**config.mk**
```make
export PLATFORM = sky130hd
export DESIGN_NAME = cpwm_deadband_top
export DESIGN_NICKNAME = d
export VERILOG_FILES = /design/src/rtl/cpwm_pkg.sv /design/src/rtl/cpwm_timebase.sv /design/src/rtl/cpwm_leg.sv /design/src/rtl/cpwm_trip.sv /design/src/rtl/cpwm_deadband_top.sv
export SDC_FILE = /design/constraint.sdc
export NUM_CORES = 1
export LEC_CHECK = 0
export BUFFER_PORTS_ARGS = -buffer_cell sky130_fd_sc_hd__clkbuf_2
export CELL_PAD_IN_SITES_DETAIL_PLACEMENT = 1
export CELL_PAD_IN_SITES_GLOBAL_PLACEMENT = 2
export CORE_AREA = 5 5 191 230
export CTS_BUF_LIST = sky130_fd_sc_hd__clkbuf_8 sky130_fd_sc_hd__clkbuf_16
export DETAILED_ROUTE_END_ITERATION = 10
export DIE_AREA = 0 0 196 235
export PLACE_DENSITY_LB_ADDON = 0.1
export SYNTH_ARGS = -nofsm -noshare
export SYNTH_HDL_FRONTEND = slang
export SYNTH_SLANG_ARGS = --single-unit
```
**constraint.sdc**
```tcl
create_clock -name clk -period 12.7 [get_ports clk]
set_clock_uncertainty 0.05 [all_clocks]
set_input_delay 1.27 -clock clk [delete_from_list [all_inputs] [get_ports clk]]
set_output_delay 1.27 -clock clk [all_outputs]
set_load 0.05 [all_outputs]
```
**src/rtl/cpwm_pkg.sv**
```systemverilog
// Shared types for the complementary PWM generator.
// Assumes: modes are 2-bit codes as listed in the requirements.
package cpwm_pkg;
    localparam logic [1:0] MODE_FLOAT = 2'b00;
    localparam logic [1:0] MODE_LOW   = 2'b01;
    localparam logic [1:0] MODE_PWM   = 2'b10;

    typedef enum logic [1:0] {
        LEG_OFF = 2'b00,
        LEG_HI  = 2'b01,
        LEG_LO  = 2'b10
    } leg_state_e;
endpackage

```
**src/rtl/cpwm_timebase.sv**
```systemverilog
// Up/down carrier and shadow registers.
// The counter runs 0..P..1 and repeats. All configuration is captured
// on the edge that brings the counter to zero, and each leg's compare
// value is converted there to an effective value that already applies
// the narrow-pulse rule.
// Assumes: DT_W <= CNT_W.
module cpwm_timebase #(
    parameter int CNT_W = 16,
    parameter int DT_W  = 10,
    parameter int NPH   = 3
) (
    input  logic                        clk,
    input  logic                        rst_n,
    input  logic [CNT_W-1:0]            period_i,
    input  logic [NPH-1:0][CNT_W-1:0]   duty_i,
    input  logic [NPH-1:0][1:0]         mode_i,
    input  logic [DT_W-1:0]             dt_i,
    output logic [CNT_W-1:0]            cnt_o,
    output logic                        top_o,
    output logic [NPH-1:0][CNT_W:0]     deff_o,
    output logic [NPH-1:0][1:0]         mode_o,
    output logic [DT_W-1:0]             dt_o
);
    localparam int HW = CNT_W + 2;

    logic [CNT_W-1:0] cnt_q;
    logic             up_q;
    logic [CNT_W-1:0] per_q;
    logic [CNT_W-1:0] per_ld;

    // Compare value after the narrow-pulse rule for period p, dead band t.
    function automatic logic [CNT_W:0] eff_duty(input logic [CNT_W-1:0] d,
                                                input logic [CNT_W-1:0] p,
                                                input logic [DT_W-1:0]  t);
        logic [HW-1:0] hw, lw, tw;
        tw = HW'(t) << 1;
        if (d == '0)      hw = '0;
        else if (d > p)   hw = HW'(p) << 1;
        else              hw = (HW'(d) << 1) - HW'(1);
        lw = (HW'(p) << 1) - hw;
        if (hw != '0 && hw < tw)       eff_duty = '0;
        else if (lw != '0 && lw < tw)  eff_duty = {1'b0, p} + 1'b1;
        else if (d > p)                eff_duty = {1'b0, p} + 1'b1;
        else                           eff_duty = {1'b0, d};
    endfunction

    // Clamp the requested period to the minimum usable value.
    always_comb begin
        per_ld = (period_i < CNT_W'(2)) ? CNT_W'(2) : period_i;
    end

    // Carrier stepping and shadow capture at the bottom.
    always_ff @(posedge clk) begin
        if (!rst_n) begin
            cnt_q  <= CNT_W'(1);
            up_q   <= 1'b0;
            per_q  <= CNT_W'(2);
            dt_o   <= '0;
            deff_o <= '0;
            mode_o <= '0;
        end else if (up_q) begin
            cnt_q <= cnt_q + 1'b1;
            if (cnt_q + 1'b1 == per_q) up_q <= 1'b0;
        end else begin
            cnt_q <= cnt_q - 1'b1;
            if (cnt_q == CNT_W'(1)) begin
                up_q   <= 1'b1;
                per_q  <= per_ld;
                dt_o   <= dt_i;
                mode_o <= mode_i;
                for (int i = 0; i < NPH; i++)
                    deff_o[i] <= eff_duty(duty_i[i], per_ld, dt_i);
            end
        end
    end

    assign cnt_o = cnt_q;
    assign top_o = (cnt_q == per_q);

    assert_cnt_range_R1: assert property (@(posedge clk) disable iff (!rst_n)
        cnt_q <= per_q);
    assert_top_single_R1: assert property (@(posedge clk) disable iff (!rst_n)
        top_o |=> !top_o);
    assert_shadow_hold_R4: assert property (@(posedge clk) disable iff (!rst_n)
        (up_q || cnt_q != CNT_W'(1)) |=> ($stable(per_q) && $stable(dt_o) && $stable(mode_o)));
endmodule

```
**src/rtl/cpwm_leg.sv**
```systemverilog
// One bridge leg: request selection and dead-band sequencing.
// The leg state moves through OFF between HI and LO and leaves OFF
// only after dead-band cycles with both gates low. A kill input
// forces OFF and restarts the dead-band count.
// Assumes: mode and compare values change only at the carrier bottom.
module cpwm_leg
    import cpwm_pkg::*;
#(
    parameter int CNT_W = 16,
    parameter int DT_W  = 10
) (
    input  logic             clk,
    input  logic             rst_n,
    input  logic [CNT_W-1:0] cnt_i,
    input  logic [CNT_W:0]   deff_i,
    input  logic [1:0]       mode_i,
    input  logic [DT_W-1:0]  dt_i,
    input  logic             kill_i,
    output logic             hi_o,
    output logic             lo_o
);
    leg_state_e      st_q;
    leg_state_e      req;
    logic [DT_W-1:0] off_q;
    logic            off_done;

    // Decode the requested switch state from mode and carrier compare.
    always_comb begin
        case (mode_i)
            MODE_PWM: req = ({1'b0, cnt_i} < deff_i) ? LEG_HI : LEG_LO;
            MODE_LOW: req = LEG_LO;
            default:  req = LEG_OFF;
        endcase
    end

    assign off_done = ({1'b0, off_q} + 1'b1) >= {1'b0, dt_i};

    // Sequence the leg through the dead band and count both-off cycles.
    always_ff @(posedge clk) begin
        if (!rst_n) begin
            st_q  <= LEG_OFF;
            off_q <= '0;
        end else if (kill_i) begin
            st_q  <= LEG_OFF;
            off_q <= '0;
        end else if (st_q != LEG_OFF && req != st_q) begin
            st_q  <= LEG_OFF;
            off_q <= '0;
        end else if (st_q == LEG_OFF) begin
            if (req != LEG_OFF && off_done) st_q <= req;
            else if (off_q != '1)           off_q <= off_q + 1'b1;
        end
    end

    assign hi_o = (st_q == LEG_HI) && !kill_i;
    assign lo_o = (st_q == LEG_LO) && !kill_i;

    assert_hi_gap_R3: assert property (@(posedge clk) disable iff (!rst_n)
        $rose(hi_o) |-> $past(!lo_o));
    assert_lo_gap_R3: assert property (@(posedge clk) disable iff (!rst_n)
        $rose(lo_o) |-> $past(!hi_o));
    assert_float_off_R5: assert property (@(posedge clk) disable iff (!rst_n)
        (mode_i != MODE_PWM && mode_i != MODE_LOW && $past(mode_i) != MODE_PWM
         && $past(mode_i) != MODE_LOW) |-> (!hi_o && !lo_o));
    assert_low_nohi_R6: assert property (@(posedge clk) disable iff (!rst_n)
        (mode_i == MODE_LOW && $past(mode_i) == MODE_LOW) |-> !hi_o);
endmodule

```
**src/rtl/cpwm_trip.sv**
```systemverilog
// Overcurrent fault latch.
// Sets on the trip input and clears only on a clear request while the
// trip input is low. The kill output combines the live trip with the
// latched state, so gates drop in the same cycle the trip rises.
module cpwm_trip (
    input  logic clk,
    input  logic rst_n,
    input  logic trip_i,
    input  logic clr_i,
    output logic fault_o,
    output logic kill_o
);
    logic fault_q;

    // Latch the fault until a clear with the trip released.
    always_ff @(posedge clk) begin
        if (!rst_n)            fault_q <= 1'b0;
        else if (trip_i)       fault_q <= 1'b1;
        else if (clr_i)        fault_q <= 1'b0;
    end

    assign fault_o = fault_q;
    assign kill_o  = fault_q || trip_i;

    assert_fault_set_R8: assert property (@(posedge clk) disable iff (!rst_n)
        trip_i |=> fault_q);
    assert_fault_hold_R9: assert property (@(posedge clk) disable iff (!rst_n)
        (fault_q && !(clr_i && !trip_i)) |=> fault_q);
endmodule

```
**src/rtl/cpwm_deadband_top.sv**
```systemverilog
// Three-leg center-aligned complementary PWM generator with dead band.
// Connects the carrier, one sequencer per leg and the fault latch.
// Assumes: dead band and period are given in clock cycles.
module cpwm_deadband_top #(
    parameter int CNT_W = 16,
    parameter int DT_W  = 10,
    parameter int NPH   = 3
) (
    input  logic                      clk,
    input  logic                      rst_n,
    input  logic [CNT_W-1:0]          period_i,
    input  logic [NPH-1:0][CNT_W-1:0] duty_i,
    input  logic [NPH-1:0][1:0]       mode_i,
    input  logic [DT_W-1:0]           dt_i,
    input  logic                      trip_i,
    input  logic                      clr_i,
    output logic [NPH-1:0]            gate_hi_o,
    output logic [NPH-1:0]            gate_lo_o,
    output logic                      fault_o,
    output logic                      top_o
);
    logic [CNT_W-1:0]          cnt;
    logic [NPH-1:0][CNT_W:0]   deff;
    logic [NPH-1:0][1:0]       mode_act;
    logic [DT_W-1:0]           dt_act;
    logic                      kill;

    cpwm_timebase #(.CNT_W(CNT_W), .DT_W(DT_W), .NPH(NPH)) u_tb (
        .clk(clk), .rst_n(rst_n), .period_i(period_i), .duty_i(duty_i),
        .mode_i(mode_i), .dt_i(dt_i), .cnt_o(cnt), .top_o(top_o),
        .deff_o(deff), .mode_o(mode_act), .dt_o(dt_act)
    );

    cpwm_trip u_trip (
        .clk(clk), .rst_n(rst_n), .trip_i(trip_i), .clr_i(clr_i),
        .fault_o(fault_o), .kill_o(kill)
    );

    for (genvar g = 0; g < NPH; g++) begin : g_leg
        cpwm_leg #(.CNT_W(CNT_W), .DT_W(DT_W)) u_leg (
            .clk(clk), .rst_n(rst_n), .cnt_i(cnt), .deff_i(deff[g]),
            .mode_i(mode_act[g]), .dt_i(dt_act), .kill_i(kill),
            .hi_o(gate_hi_o[g]), .lo_o(gate_lo_o[g])
        );
    end

    assert_trip_gates_R8: assert property (@(posedge clk) disable iff (!rst_n)
        trip_i |-> (gate_hi_o == '0 && gate_lo_o == '0));
    assert_fault_gates_R9: assert property (@(posedge clk) disable iff (!rst_n)
        fault_o |-> (gate_hi_o == '0 && gate_lo_o == '0));
    assert_no_shoot_R3: assert property (@(posedge clk) disable iff (!rst_n)
        (gate_hi_o & gate_lo_o) == '0);
endmodule

```
# == Word level (Yosys, flattened, before mapping) ==
# Index checks and enable logic that the tools add are counted.
# W data, S select, Z words.
# totals
output_inout_bits,8
reg_bits,137
romBits,0
wordCells,160
memories,0
latch_bits,0
mem_bits_rw,0
# classes
muxes,37
eq_ne,21
n_addsub,15
order_cmp,16
shifts,0
n_div,0
mul,0
n_reduce_logical,49
bitwise_logic,5
# op_table
cell,count
$mux W18,15
$mux W17,9
$lt A18 B11 Y1,6
$reduce_bool A18 Y1,6
$sub A17 B1 Y18 const B,3
$sub A17 B18 Y18,3
$lt A16 B17 Y1,3
$gt A16 B16 Y1,3
$logic_not A16 Y1,3
$add A10 B1 Y11 const B,3
$ge A11 B10 Y1,3
$eq A16 B16 Y1,2
$mux W16,2
$add A10 B1 Y10 const B,3
$ne A10 B10 Y1 const B,3
$logic_and A1 B1 Y1,18
$add A16 B1 Y17 const B,1
$add A16 B1 Y16 const B,1
$eq A16 B1 Y1 const B,1
$lt A16 B2 Y1 const B,1
$sub A16 B1 Y16 const B,1
$reduce_bool A2 Y1,7
$eq A2 B1 Y1 const B,6
$eq A2 B2 Y1 const B,6
other kinds (11),34

# == Logic depth before layout (Yosys ltp) ==
# Gate-level depths: netlist of run 1.
# logic_depth
ltp_word,13
ltp_mapped,40
depth_no_buf,33

# == Modules after synthesis ==
# Synthesis of run 1 repeated with hierarchy kept, for this count alone.
# unflattened
cells_unflattened,2355
area_unflattened_um2,17504.3
# by_module_without_submodules
module,area_each_um2,n_inst,cells_each,seq_area_each_um2
cpwm_timebase,12289.3,1,1676,2001.9
cpwm_leg (g_leg[1].u_leg ...),1804.2,2,244,240.2
cpwm_leg (g_leg[0].u_leg),1559.0,1,187,240.2
cpwm_trip,47.5,1,4,20.0

# == Least setup slack after synthesis of run 1 ==
# No wires, ideal clock.
# synth_timing
kind,input to register
start,input period_i[5]
end,register u_tb.deff_o[13] in the netlist's numbering
path_buffers,7
setup_time_ns,0.117
stages,40
required_time_ns,12.533
slack_ns,4.032
arrival_ns,8.501
path_cell_list,clkbuf_1 -> nor4_1 -> and3_1 -> and4_1 -> nand2b_1 -> clkbuf_1 -> inv_1 -> ha_1 -> nor2b_1 -> o21ai_0 -> a21bo_2 -> a31oi_1 -> clkbuf_1 -> clkbuf_1 -> buf_1 -> nor2_1 -> a21oi_1 -> nand2_1 -> [4 not listed] -> nand2_1 -> a21o_1 -> a21oi_1 -> xnor2_1 -> ha_1 -> a21oi_1 -> nor2b_1 -> a2111oi_0 -> o21ai_0 -> a2111oi_0 -> o31ai_1 -> nor3_1 -> a31oi_1 -> or3_1 -> buf_4 -> buf_6 -> mux2i_1 -> a22o_1
# synth_via
elab_chain_cells,13
# synth_rtl
item,line,source
"start, declared",cpwm_deadband_top.sv:11,"input logic [CNT_W-1:0] period_i,"
$lt A16 B2 Y1 (*),cpwm_timebase.sv:49,per_ld = (period_i < CNT_W'(2)) ? CNT_W'(2) : period_i;
$mux W16 (*),cpwm_timebase.sv:49,
net u_tb.per_ld[0],cpwm_timebase.sv:29,logic [CNT_W-1:0] per_ld;
$gt A16 B16 Y1,"cpwm_timebase.sv:38, cpwm_timebase.sv:43",
$mux W18,cpwm_timebase.sv:38,else if (d > p) hw = HW'(p) << 1;
$mux W18,cpwm_timebase.sv:37,if (d == '0) hw = '0;
$mux W18,cpwm_timebase.sv:66,if (cnt_q == CNT_W'(1)) begin
$mux W18,cpwm_timebase.sv:61,end else if (up_q) begin
$mux W18,cpwm_timebase.sv:54,if (!rst_n) begin
$sub A17 B18 Y18,cpwm_timebase.sv:40,lw = (HW'(p) << 1) - hw;
$lt A18 B11 Y1 / $reduce_bool A18 Y1 (equally long branches),cpwm_timebase.sv:42,"else if (lw != '0 && lw < tw) eff_duty = {1'b0, p} + 1'b1;"
$logic_and A1 B1 Y1,cpwm_timebase.sv:42,
$mux W17,cpwm_timebase.sv:42,
$mux W17 (*),cpwm_timebase.sv:41,if (hw != '0 && hw < tw) eff_duty = '0;
"end signal, assigned by index",cpwm_timebase.sv:72,"deff_o[i] <= eff_duty(duty_i[i], per_ld, dt_i);"
"end, declared",cpwm_timebase.sv:20,"output logic [NPH-1:0][CNT_W:0] deff_o,"
# Mark *: on every way through the listed nets, which the timed path passes. The rest lies on a longest branch. The select of a mux whose other input is x is not followed.
# A chain may end at the register's enable or synchronous reset.

# == Worst setup path after layout of run 1 ==
# layout_timing
start,input period_i[3]
end,register u_tb.deff_o[16] in the netlist's numbering
# Same word-level chain as after synthesis.

==> Implementation_results.wiki, run 1 <==
{| class="wikitable"
! Metric !! Value
|-
| I/O pin count || 92
|-
| Post-DRT Antenna Nets || 0
|-
| Worst voltage drop across the vdd grid || ~0.12 mV
|-
| Standard-cell row count || 82
|-
| Clock Sinks || roughly 140
|-
| Setup TNS Final || 0 ps
|-
| Psw || ~1.5 mW
|-
| Die extent in y || around 240 um
|-
| Mean area per synthesized cell || 7.48 um2
|-
| Final HPWL from detailed placement || 51,600 um
|-
| Root Buffer || sky130_fd_sc_hd__clkbuf_16
|-
| Leakage || about 7.9 nW
|-
| Die Wd || around 200 um
|-
| Post-synth EDFFs || 0
|-
| Type of the most critical hold path || reg2reg
|-
| # DRC || 0
|-
| Mux cell area share after synthesis || approximately 2.1%
|-
| Critical path startpoint category || input pin
|-
| PortBufs || a little over 90
|-
| Total power draw || 3.13 mW
|-
| RSZ-0062 raised after global routing || false
|-
| Part of the power in registers || a little under a quarter
|-
| Endpoint kind of the worst setup timing path || flip-flop
|-
| First-pass iteration count of the detailed router || 5
|-
| Power per cell area || around 180 nW/um2
|-
| Insertion delay of the later-clocked pin in the worst-skew pair || approximately 450 ps
|-
| Maximum level of the CTS H-tree || 4
|-
| Max-cap violations || 0
|-
| CTS clk-pin slew, worst paths || around 60 ps
|-
| Highest cell delay on the worst timing path || 780 ps
|-
| Synthesized-area fraction occupied by and/or/nand/nor cells || between 20 and 25%
|-
| Nets || roughly 2,500
|-
| Async set-reset flop share out of synthesis || 0%
|-
| Xor and xnor fraction of the mapped netlist area || under 10%
|-
| Average wire length per cell after detail routing || between 20 and 25 um
|-
| Final weighted congestion in routability-driven placement || roughly 0.9
|-
| Sequential area share after synthesis || 16.8%
|-
| Via density || between 5 and 6
|-
| Critical path class || in2reg
|-
| Top_reg_cell synth || sky130_fd_sc_hd__dfxtp_1
|-
| Required time worst endpoint || ~13,000 ps
|-
| Unique cell type count in the Yosys netlist || 88
|-
| Finish-stage setup viols || 0
|-
| Worst Path Arrival || slightly above 9000 ps
|-
| Number of hold-slack violations in the final timing report || 0
|-
| Combinational family with the most area after synthesis || simple AND/OR/NAND/NOR gates
|-
| Worst Tran Pin Value || 1070 ps
|-
| Adder-cell share of the synthesized area || a little under a fifth
|-
| Post-CTS sizing || 0
|-
| Flip-flop and latch count after synthesis || around 140
|-
| Post-placement setup slack || approximately 3300 ps
|-
| Count of non-filler cells in the finished layout || between 2,000 and 3,000
|-
| Maximum fanout along the worst path || 38
|-
| Cell internal pwr || between 1.5 and 2 mW
|-
| Commonest cells after routing, fill and taps aside || sky130_fd_sc_hd__nand2_1, sky130_fd_sc_hd__ha_1, sky130_fd_sc_hd__inv_1
|-
| Clock tree from TritonCTS || done
|-
| Layout cell share with drive strength beyond 1 || 8.52%
|-
| Full die area || approximately 46,000 um2
|-
| Number of buffers created by CTS || 17
|-
| Worst-case clock buffer depth || 2
|-
| Slew margin rel. || between 20% and 30%
|-
| Post-CTS Setup Inserts || 0
|-
| Nets in the synthesized netlist || around 2,500
|-
| Initial drt markers || 828
|-
| Share of total power consumed by net switching || 48.7%
|-
| Count of vias placed by the detailed router || 16,300
|-
| Overall Global Routing Usage || between 20% and 30%
|-
| Cell with the most instances on the worst path || sky130_fd_sc_hd__nor2b_1
|-
| Result of the run || finished, final reports clean
|-
| Post-CTS Hold Buffers || 0
|-
| Min Tclk post-route || 9030 ps
|-
| Cell type of the slowest stage on the worst timing path || sky130_fd_sc_hd__or3_1
|-
| Post-placement cell count || approximately 2,700
|-
| Commonest non-fill, non-tap cell in the layout || sky130_fd_sc_hd__nand2_1
|-
| Inserted Diodes || 0
|-
| Global-route wire length before repair || 99,600 um
|-
| Layout overhead on the synthesized area || 8.19%
|-
| Grt total ovfl || 0
|-
| Pins over their slew limit || 0
|-
| Aggregate routed wire length || 64,600 um
|-
| Proportion of power drawn by the clock network || 16.6%
|-
| Fraction of power consumed by combinational cells || 59.7%
|-
| Maximum number of pins on one net before global-route repair || just over 70
|-
| Antenna violations before repair || 0
|-
| Fraction of the cycle the final worst path needs || a little under three quarters
|-
| Cell area after technology mapping || roughly 16,000 um2
|-
| Cells after synthesis || 2,180
|-
| Number of warning messages in the yosys log || 0
|-
| Vias in the first global route || 17,000
|-
| Timing-limited maximum frequency || 111 MHz
|-
| Worst Hold Slack || about 420 ps
|-
| Core footprint || 41,400 um2
|-
| Starting density of the core || between 30% and 40%
|-
| Setup slack of the critical path after layout || around 3700 ps
|-
| Post-synthesis compound-gate area fraction || a little under a quarter
|}
[through the flow]
stage          util [%]  instance area, um2
3_5_place_dp       41.1               17000
5_1_grt            42.6               17600
2_1_floorplan         -               16300
4_1_cts            42.6               17600
6_report           42.6               17600
3_3_place_gp       41.1               17000
[sequential cells by signal, indices dropped and copies added, names as in the netlist]
name / cells
g_leg.u_leg.off_q: 30
g_leg.u_leg.st_q: 6
u_tb.cnt_o: 16
u_tb.deff_o: 51
u_tb.dt_o: 10
u_tb.mode_o: 6
u_tb.per_q: 16
u_tb.up_q: 1
u_trip.fault_o: 1
[worst max-delay path, delay by kind of cell]
| kind | cells | cell delay [ps] |
|---|---|---|
| buffers and inverters | 4 | 1070 |
| XOR/XNOR | 1 | 210 |
| AO/OA/AOI/OAI | 14 | 2840 |
| AND/OR/NAND/NOR | 11 | 2920 |
| adder cells (fa/ha/maj) | 3 | 990 |
[power by group through the flow]
stage	Combinational (mW)	Sequential (mW)	Clock [mW]
after floorplan	1.36	0.649	0
after global placement	1.81	0.747	0
after detailed placement	1.87	0.750	0
after CTS	1.88	0.741	0.532
after global routing	2.09	0.761	0.546
final	1.87	0.741	0.520
[worst paths after layout]
kind / cells after the start / end / from / slack [ps]
setup reg to reg: 11 / g_leg[1].u_leg.off_q[3]$_SDFFE_PP0P_ / u_tb.cnt_o[1]$_SDFF_PN0_ / 8790
hold / removal: 2 / u_tb.dt_o[4]$_SDFFE_PN0P_ / u_tb.dt_o[4]$_SDFFE_PN0P_ / 420
hold reg to reg: 2 / u_tb.dt_o[4]$_SDFFE_PN0P_ / u_tb.dt_o[4]$_SDFFE_PN0P_ / 420
setup / recovery: 33 / u_tb.deff_o[16]$_SDFFE_PN0P_ / period_i[3] / 3670
[metal layers]
| layer | part of all wire (%) | global-route usage, % | vias to the layer above |
|---|---|---|---|
| met3 | 3.5 | 2.45 | 111 |
| met1 | 42 | 33.1 | 8073 |
| met2 | 51 | 50.2 | 372 |
| li1 | - | - | 7774 |
| met4 | 3.6 | 9.57 | 0 |
| met5 | 0 | 0 | - |
[layout make-up]
class,instances,area [um2]
fillers,5193,23800
clock inverters,15,175
well taps,546,683
flip-flops and latches,137,2740
repair buffers,100,523
inverters,176,661
clock buffers,17,425
multi-input cells,1750,12400
[synth_stat cells (17+ instances only)]
library cell               count  area [um2]
sky130_fd_sc_hd__a31oi_1      17         106
sky130_fd_sc_hd__nor4_1       21         131
sky130_fd_sc_hd__o211ai_1     26         195
sky130_fd_sc_hd__o21ai_0      92         460
sky130_fd_sc_hd__nand4_1      35         219
sky130_fd_sc_hd__xnor2_1      90         788
sky130_fd_sc_hd__a21oi_1     124         621
sky130_fd_sc_hd__or2_2        18         113
sky130_fd_sc_hd__nand2b_1     24         150
sky130_fd_sc_hd__nor2_1      136         510
sky130_fd_sc_hd__and3_1       50         313
sky130_fd_sc_hd__a21o_1       40         300
sky130_fd_sc_hd__nor3_1       54         270
sky130_fd_sc_hd__xor2_1       63         552
sky130_fd_sc_hd__nand2_1     253         950
sky130_fd_sc_hd__clkbuf_1     93         349
sky130_fd_sc_hd__dfxtp_1     137        2740
sky130_fd_sc_hd__a21boi_0     40         300
sky130_fd_sc_hd__inv_1       175         657
sky130_fd_sc_hd__nor2b_1      27         169
sky130_fd_sc_hd__ha_1        244        3050
sky130_fd_sc_hd__o21a_1       26         195
sky130_fd_sc_hd__and2_1       30         188
sky130_fd_sc_hd__mux2i_1      32         320
sky130_fd_sc_hd__nand3_1      65         325
[cells by family (layout without fill, tap and decap cells)]
family,Yosys count,in the layout
AND/OR/NAND/NOR,783,783
AO/OA/AOI/OAI,533,533
buffers and inverters,293,308
adder cells (fa/ha/maj),247,247
XOR/XNOR,153,153
flip-flops,137,137
multiplexers,34,34
Power figures use the tool's default switching activity.
==> run 2, diff against run 1 <==
--- a/config.mk
+++ b/config.mk
@@ -5,13 +5,14 @@
 export SDC_FILE = /design/constraint.sdc
 export NUM_CORES = 1
 export LEC_CHECK = 0
+export ABC_AREA = 1
 export BUFFER_PORTS_ARGS = -buffer_cell sky130_fd_sc_hd__clkbuf_2
 export CELL_PAD_IN_SITES_DETAIL_PLACEMENT = 1
 export CELL_PAD_IN_SITES_GLOBAL_PLACEMENT = 2
-export CORE_AREA = 5 5 191 230
+export CORE_AREA = 5 5 207 249
 export CTS_BUF_LIST = sky130_fd_sc_hd__clkbuf_8 sky130_fd_sc_hd__clkbuf_16
 export DETAILED_ROUTE_END_ITERATION = 10
-export DIE_AREA = 0 0 196 235
+export DIE_AREA = 0 0 212 254
 export PLACE_DENSITY_LB_ADDON = 0.1
 export SYNTH_ARGS = -nofsm -noshare
 export SYNTH_HDL_FRONTEND = slang
==> constraint.sdc (replaced) <==
create_clock -name clk -period 8.7 [get_ports clk]
set_clock_uncertainty 0.05 [all_clocks]
set_input_delay 0.87 -clock clk [delete_from_list [all_inputs] [get_ports clk]]
set_output_delay 0.87 -clock clk [all_outputs]
set_load 0.05 [all_outputs]
==> run 2 against run 1 <==
Sequential power is 36% higher. Critical endpoint is now u_tb.deff_o[30]$_SDFFE_PN0P_. Highest routed layer is now met5. Via count up 12%. Global-route usage is 0.40 points lower. Critical path type unchanged.
==> Implementation_results.wiki, run 2 <==
{| class="wikitable"
! Metric !! Value
|-
| Count of vias placed by the detailed router || 18,300
|-
| Worst voltage drop across the vdd grid || around 0.2 mV
|-
| # DRC || 0
|-
| Share of Yosys cell area claimed by the top area cell type || a little under a fifth
|-
| Total power draw || ~4.6 mW
|-
| Post-DRT Antenna Nets || 0
|-
| Average wire length per cell after detail routing || ~22 um
|-
| Sequential area share after synthesis || ~16%
|-
| Layout Utilization || about two fifths
|-
| Final HPWL from detailed placement || approximately 60,000 um
|-
| Nets in the synthesized netlist || 3,038
|-
| Largest area contributor in the netlist || sky130_fd_sc_hd__ha_1
|-
| Largest register by flop count || u_tb.deff_o
|-
| Endpoint kind of the worst setup timing path || flip-flop
|-
| Most numerous cell types in the synthesized netlist || sky130_fd_sc_hd__nand2_1, sky130_fd_sc_hd__inv_1, sky130_fd_sc_hd__a21oi_1
|-
| Critical path class || in2reg
|-
| Result of the run || finished, final reports clean
|-
| Min Tclk post-route || slightly above 7000 ps
|-
| Cell with the most instances on the worst path || sky130_fd_sc_hd__nand2_1
|-
| Post-placement cell count || 3,384
|-
| RSZ-0062 raised after global routing || false
|-
| Leakage || a little under 9 nW
|-
| Vias in the first global route || between 15,000 and 20,000
|-
| Grt total ovfl || 0
|-
| Type of the most critical hold path || reg2reg
|-
| Number of hold-slack violations in the final timing report || 0
|-
| Nets || about 3,100
|-
| Maximum fanout along the worst path || 37
|-
| Maximum number of pins on one net before global-route repair || 60
|-
| Via density || 5.36
|-
| Critical path startpoint category || input pin
|-
| Clock Sinks || 137
|-
| Post-synth EDFFs || 0
|-
| Cell area after technology mapping || 16,900 um2
|-
| Final weighted congestion in routability-driven placement || 0.941
|-
| Count of non-filler cells in the finished layout || around 3,400
|-
| Top_reg_cell synth || sky130_fd_sc_hd__dfxtp_1
|-
| Overall Global Routing Usage || a little over a quarter
|-
| Commonest cells after routing, fill and taps aside || sky130_fd_sc_hd__nand2_1, sky130_fd_sc_hd__inv_1, sky130_fd_sc_hd__a21oi_1
|-
| Async set-reset flop share out of synthesis || 0%
|-
| Setup slack of the critical path after layout || between 1000 and 1500 ps
|-
| Full die area || about 54,000 um2
|-
| Aggregate routed wire length || 73,500 um
|-
| Max-cap violations || 0
|-
| Starting density of the core || 34.5%
|-
| Post-CTS Hold Buffers || 0
|-
| Worst-case clock buffer depth || 2
|-
| Flip-flop and latch count after synthesis || between 100 and 150
|-
| Number of buffers created by CTS || 17
|-
| Maximum level of the CTS H-tree || 4
|-
| Fraction of the cycle the final worst path needs || around 83%
|-
| Number of warning messages in the yosys log || 0
|-
| Power per cell area || 246 nW/um2
|-
| Layout overhead on the synthesized area || 10.4%
|-
| Cell type of the slowest stage on the worst timing path || sky130_fd_sc_hd__ha_1
|-
| Setup TNS Final || 0 ps
|-
| Total non-filler cell area in the finished layout || roughly 19,000 um2
|-
| Cells after synthesis || ~2,700
|-
| Worst Hold Slack || 415 ps
|-
| CTS clk-pin slew, worst paths || 60 ps
|-
| Main area contributors after synthesis || sky130_fd_sc_hd__ha_1, sky130_fd_sc_hd__dfxtp_1, sky130_fd_sc_hd__nand2_1
|-
| Die extent in y || 254 um
|-
| Layout cell share with drive strength beyond 1 || ~7.6%
|-
| Required time worst endpoint || a little under 9000 ps
|-
| Die Wd || around 210 um
|-
| Commonest non-fill, non-tap cell in the layout || sky130_fd_sc_hd__nand2_1
|-
| Global-route wire length before repair || about 110,000 um
|-
| Worst Tran Pin Value || about 1100 ps
|-
| Post-CTS sizing || 0
|-
| Timing-limited maximum frequency || roughly 140 MHz
|-
| Antenna violations before repair || 3
|-
| Root Buffer || sky130_fd_sc_hd__clkbuf_16
|-
| Top flop regs || u_tb.deff_o: 51 flops, g_leg.u_leg.off_q: 30 flops
|-
| Layout fillers || about 6,500
|-
| Unique cell type count in the Yosys netlist || 60
|-
| Most common cell in the synthesized netlist || sky130_fd_sc_hd__nand2_1
|-
| Number of flip-flops under the largest register name || between 50 and 60
|-
| Standard-cell row count || about 90
|-
| Slew margin rel. || 24.6%
|-
| Worst Path Arrival || roughly 7500 ps
|-
| Finish-stage setup viols || 0
|-
| First-pass iteration count of the detailed router || 5
|-
| Initial drt markers || between 900 and 1,000
|-
| Pins over their slew limit || 0
|-
| PortBufs || between 90 and 100
|-
| Core footprint || approximately 50,000 um2
|-
| I/O pin count || 92
|-
| Clock tree from TritonCTS || done
|-
| Insertion delay of the later-clocked pin in the worst-skew pair || about 450 ps
|-
| Highest cell delay on the worst timing path || approximately 420 ps
|-
| Post-CTS Setup Inserts || 0
|-
| Cell area reported after detailed placement || 18,000 um2
|-
| Mean area per synthesized cell || around 6.2 um2
|-
| Post-placement setup slack || approximately 1100 ps
|}
-- run 2: changes by cell type after synthesis, moves of 30 or more --
cell and change:
sky130_fd_sc_hd__o21ai_0 +93, sky130_fd_sc_hd__nand2_1 +396, sky130_fd_sc_hd__a21boi_0 -38, sky130_fd_sc_hd__xnor2_1 -60, sky130_fd_sc_hd__nand3_1 +110, sky130_fd_sc_hd__a21oi_1 +134
sky130_fd_sc_hd__a21o_1 -31, sky130_fd_sc_hd__mux2i_1 -30, sky130_fd_sc_hd__and3_1 -49, sky130_fd_sc_hd__clkbuf_1 -33, sky130_fd_sc_hd__inv_1 +193, sky130_fd_sc_hd__nor2_1 +74
-- run 2: final cells by class --
cell class | count | area, um2 | area share [%]
clock buffer | 18 | 439 | 2.36
inverter | 386 | 1450 | 7.81
sequential | 137 | 2740 | 14.7
multi-input combinational | 2100 | 12300 | 66.0
tap | 637 | 797 | 4.28
timing repair buffer | 124 | 703 | 3.78
antenna | 1 | 2.50 | 0.0134
clock inverter | 13 | 191 | 1.03
-- run 2: metal layers --
layer  GRT usage (%)  vias up  routed length [um]
li1                -     9042                   -
met1            31.4     8749               30700
met2            49.2      354               36700
met3            2.72      158                2240
met4            12.9        4                3910
met5               0        -                  28
-- run 2: final timing paths --
check / end / slack (ps) / startpoint / cells past startpoint
setup reg to reg: g_leg[2].u_leg.off_q[5]$_SDFFE_PP0P_ / 4830 / u_tb.cnt_o[6]$_SDFF_PN0_ / 16
hold / removal: u_tb.deff_o[9]$_SDFFE_PN0P_ / 420 / u_tb.deff_o[9]$_SDFFE_PN0P_ / 2
setup / recovery: u_tb.deff_o[30]$_SDFFE_PN0P_ / 1480 / period_i[15] / 41
hold reg to reg: u_tb.deff_o[9]$_SDFFE_PN0P_ / 420 / u_tb.deff_o[9]$_SDFFE_PN0P_ / 2
-- run 2: power by group --
part / leakage (nW) / switching [mW] / internal, mW
Combinational: 7.52 / 1.80 / 0.955
Sequential: 1.11 / 0.208 / 0.807
Clock: 0.300 / 0.312 / 0.489
-- run 2: cells by family after synthesis --
| kind of cell | share of synthesized area (%) |
|---|---|
| AO/OA/AOI/OAI | 16.6 |
| AND/OR/NAND/NOR | 31.4 |
| multiplexers | 0.119 |
| flip-flops | 16.3 |
| buffers and inverters | 10.9 |
| adder cells (fa/ha/maj) | 18.5 |
| XOR/XNOR | 6.18 |
-- run 2: worst max-delay path: cells and delay by family --
family          cells  cell delay (ps)
xor+xnor            1              260
simple gates       22             2950
buf+inv             7              900
compound gates      8             1460
fa+ha+maj           3             1020
==> run 3, diff against run 2 <==
--- a/config.mk
+++ b/config.mk
@@ -9,10 +9,10 @@
 export BUFFER_PORTS_ARGS = -buffer_cell sky130_fd_sc_hd__clkbuf_2
 export CELL_PAD_IN_SITES_DETAIL_PLACEMENT = 1
 export CELL_PAD_IN_SITES_GLOBAL_PLACEMENT = 2
-export CORE_AREA = 5 5 207 249
+export CORE_AREA = 5 5 219 264
 export CTS_BUF_LIST = sky130_fd_sc_hd__clkbuf_8 sky130_fd_sc_hd__clkbuf_16
 export DETAILED_ROUTE_END_ITERATION = 10
-export DIE_AREA = 0 0 212 254
+export DIE_AREA = 0 0 224 269
 export PLACE_DENSITY_LB_ADDON = 0.1
 export SYNTH_ARGS = -nofsm -noshare
 export SYNTH_HDL_FRONTEND = slang
==> constraint.sdc (replaced) <==
create_clock -name clk -period 6.04 [get_ports clk]
set_clock_uncertainty 0.05 [all_clocks]
set_input_delay 0.604 -clock clk [delete_from_list [all_inputs] [get_ports clk]]
set_output_delay 0.604 -clock clk [all_outputs]
set_load 0.05 [all_outputs]
==> run 3 against run 2 <==
Core utilization rose by 0.62 points. Worst hold slack got worse by 100 ps. Via count rose by 5.3%. Die area rose by 12%. Non-clock buffer count rose by 229. Clock power rose by 42%. Clock-buffer cell count did not move. First-iteration DRC count fell by 14%. Sequential share of layout area fell by 1.9 points. Critical path type unchanged. Critical endpoint is now u_tb.deff_o[2]$_SDFFE_PN0P_.
==> Implementation_results.wiki, run 3 (synthesis results as in run 2) <==
{| class="wikitable"
! Metric !! Value
|-
| Result of the run || finished, final reports clean
|-
| Overall Global Routing Usage || between 20% and 30%
|-
| Critical path class || in2reg
|-
| Fraction of power consumed by combinational cells || between 60% and 70%
|-
| Min Tclk post-route || approximately 5700 ps
|-
| Die extent in y || around 270 um
|-
| Average wire length per cell after detail routing || just over 20 um
|-
| Number of flip-flops under the largest register name || 51
|-
| Cell with the most instances on the worst path || sky130_fd_sc_hd__nand2_1
|-
| Pins over their slew limit || 0
|-
| Finish-stage setup viols || 0
|-
| Initial drt markers || just under 800
|-
| Global-route wire length before repair || 116,000 um
|-
| Top flop regs || u_tb.deff_o: 51 flops, g_leg.u_leg.off_q: 30 flops
|-
| Cell type of the slowest stage on the worst timing path || sky130_fd_sc_hd__fa_2
|-
| Aggregate routed wire length || between 70,000 and 80,000 um
|-
| Setup TNS Final || 0 ps
|-
| CTS clk-pin slew, worst paths || 60 ps
|-
| Power per cell area || about 330 nW/um2
|-
| Commonest non-fill, non-tap cell in the layout || sky130_fd_sc_hd__nand2_1
|-
| Full die area || roughly 60,000 um2
|-
| Worst voltage drop across the vdd grid || 0.191 mV
|-
| Final HPWL from detailed placement || between 60,000 and 70,000 um
|-
| Vias in the first global route || between 20,000 and 25,000
|-
| Core footprint || approximately 55,000 um2
|-
| Standard-cell row count || between 90 and 100
|-
| # DRC || 0
|-
| Share of total power consumed by net switching || about half
|-
| Commonest cells after routing, fill and taps aside || sky130_fd_sc_hd__nand2_1, sky130_fd_sc_hd__inv_1, sky130_fd_sc_hd__buf_4
|-
| Part of the power in registers || 20.6%
|-
| Maximum number of pins on one net before global-route repair || 60
|-
| Maximum level of the CTS H-tree || 4
|-
| First-pass iteration count of the detailed router || 5
|-
| Leakage || a little over 10 nW
|-
| Length in cells of the worst reg-to-reg path || 16
|-
| RSZ-0062 raised after global routing || true
|-
| Nets || roughly 3,300
|-
| Number of buffers and inverters on the critical path || 8
|-
| Die Wd || 224 um
|-
| I/O pin count || just over 90
|-
| Layout cell share with drive strength beyond 1 || between 10% and 20%
|-
| Post-DRT Antenna Nets || 0
|-
| Endpoint of the worst setup timing path || u_tb.deff_o[2]$_SDFFE_PN0P_
|-
| Post-placement setup slack || -667 ps
|-
| Maximum fanout along the worst path || 8
|-
| Psw || around 3.5 mW
|-
| Timing-limited maximum frequency || 174 MHz
|-
| PortBufs || between 90 and 100
|-
| Top delay family on crit path || simple AND/OR/NAND/NOR gates
|-
| Endpoint kind of the worst setup timing path || flip-flop
|-
| Type of the most critical hold path || in2reg
|-
| Worst R2R End || g_leg[2].u_leg.off_q[0]$_SDFFE_PP0P_
|-
| Largest register by flop count || u_tb.deff_o
|-
| Clock Sinks || approximately 140
|-
| Post-CTS Hold Buffers || 0
|-
| R2r startpoint || u_tb.cnt_o[7]$_SDFF_PN0_
|-
| Root Buffer || sky130_fd_sc_hd__clkbuf_16
|-
| Worst Hold Slack || between 300 and 400 ps
|-
| Reg-to-reg setup timing slack || about 2400 ps
|-
| Layout fillers || between 7,000 and 8,000
|-
| Number of buffers created by CTS || 17
|-
| Clock tree from TritonCTS || done
|-
| Fraction of the cycle the final worst path needs || a little over nine tenths
|-
| Worst Path Arrival || ~6000 ps
|-
| Layout overhead on the synthesized area || 26.8%
|-
| Required time worst endpoint || roughly 6300 ps
|-
| Critical path startpoint category || input pin
|-
| Launch point of the worst path || period_i[11]
|-
| Proportion of power drawn by the clock network || 16.0%
|-
| Antenna violations before repair || 2
|-
| Setup slack of the critical path after layout || around 300 ps
|-
| Via density || just over 5
|-
| Worst Tran Pin Value || between 1000 and 1500 ps
|-
| Worst-case clock buffer depth || 2
|-
| Cell internal pwr || 3.60 mW
|-
| Final weighted congestion in routability-driven placement || between 0.9 and 1
|-
| Logic depth of the worst setup path including buffers || 43
|-
| Insertion delay of the later-clocked pin in the worst-skew pair || 450 ps
|-
| Slew margin rel. || a little under a third
|-
| Number of hold-slack violations in the final timing report || 0
|-
| Highest cell delay on the worst timing path || about 370 ps
|-
| Starting density of the core || approximately 31%
|-
| Grt total ovfl || 0
|-
| Count of vias placed by the detailed router || between 15,000 and 20,000
|-
| Max-cap violations || 0
|}
==> run 3: worst min-delay path by stage <==
| stage | startpoint | endpoint | slack [ps] | cells past startpoint |
|---|---|---|---|---|
| finish | clr_i | u_trip.fault_o$_SDFFE_PN0P_ | 310 | 2 |
| global route | clr_i | u_trip.fault_o$_SDFFE_PN0P_ | 290 | 2 |
| CTS | clr_i | u_trip.fault_o$_SDFFE_PN0P_ | 280 | 2 |
| detailed placement | u_tb.deff_o[8]$_SDFFE_PN0P_ | u_tb.deff_o[8]$_SDFFE_PN0P_ | 410 | 2 |
| global placement | u_tb.cnt_o[0]$_SDFF_PN1_ | u_tb.cnt_o[0]$_SDFF_PN1_ | 400 | 1 |
| floorplan | u_tb.cnt_o[0]$_SDFF_PN1_ | u_tb.cnt_o[0]$_SDFF_PN1_ | 380 | 1 |
==> run 3: what timing repair did <==
action / 4_1_cts / 5_1_grt
setup endpoints to repair: 32 / 51
gates resized for setup: 9 / 188
cloned: 0 / 4
buffers inserted: 0 / 26
pin swaps: 0 / 87
==> run 3: area by class of cell <==
cell class              count  area, um2  area share (%)
multi-input cells        2101      13100            61.2
flip-flops and latches    137       2740            12.8
repair buffers            353       2540            11.9
inverters                 386       1470            6.89
well taps                 727        910            4.25
clock buffers              18        439            2.05
clock inverters            14        189           0.884
diodes                      1       2.50          0.0117
==> run 3: worst reg2reg max path, cell delays in order, from the launching register on <==
cell,delay [ps]
sky130_fd_sc_hd__dfxtp_1,730
sky130_fd_sc_hd__ha_1,250
sky130_fd_sc_hd__nand2_1,60
sky130_fd_sc_hd__o21ai_0,160
sky130_fd_sc_hd__a21oi_1,70
sky130_fd_sc_hd__o21ai_0,370
sky130_fd_sc_hd__nand4_1,150
sky130_fd_sc_hd__a21oi_1,370
sky130_fd_sc_hd__nand2_1,90
sky130_fd_sc_hd__nand2_1,70
sky130_fd_sc_hd__nand2_1,80
sky130_fd_sc_hd__nand2_1,70
sky130_fd_sc_hd__nand2_1,70
sky130_fd_sc_hd__nand3_1,330
sky130_fd_sc_hd__clkinv_1,370
sky130_fd_sc_hd__nand2_1,150
sky130_fd_sc_hd__a21oi_1,70
==> run 3: power by group through the flow <==
stage	Combinational, mW	Clock [mW]	Sequential (mW)
after global placement	4.12	0	1.48
final	4.52	1.14	1.47
after CTS	4.31	1.17	1.47
after detailed placement	4.28	0	1.49
after global routing	5.08	1.20	1.50
after floorplan	2.83	0	1.34
==> run 3: stage by stage <==
stage	total power, mW	util, %	cells	instance area [um2]
CTS	6.95	36.7	3706	20300
finish	7.13	38.7	3737	21400
global route	7.78	38.7	3736	21400
floorplan	4.17	-	2707	16900
detailed placement	5.77	35.5	3674	19600
global placement	5.60	35.5	3674	19600
==> run 3: per-layer routing <==
| metal | track usage (%) | share of wire [%] | wire, um | vias up |
|---|---|---|---|---|
| met5 | 0 | 0.0091 | 7 | - |
| met4 | 8.33 | 3.7 | 2830 | 2 |
| met3 | 2.41 | 2.7 | 2110 | 126 |
| met2 | 46.6 | 51 | 39500 | 319 |
| met1 | 29.0 | 42 | 32500 | 9313 |
| li1 | - | - | - | 9525 |
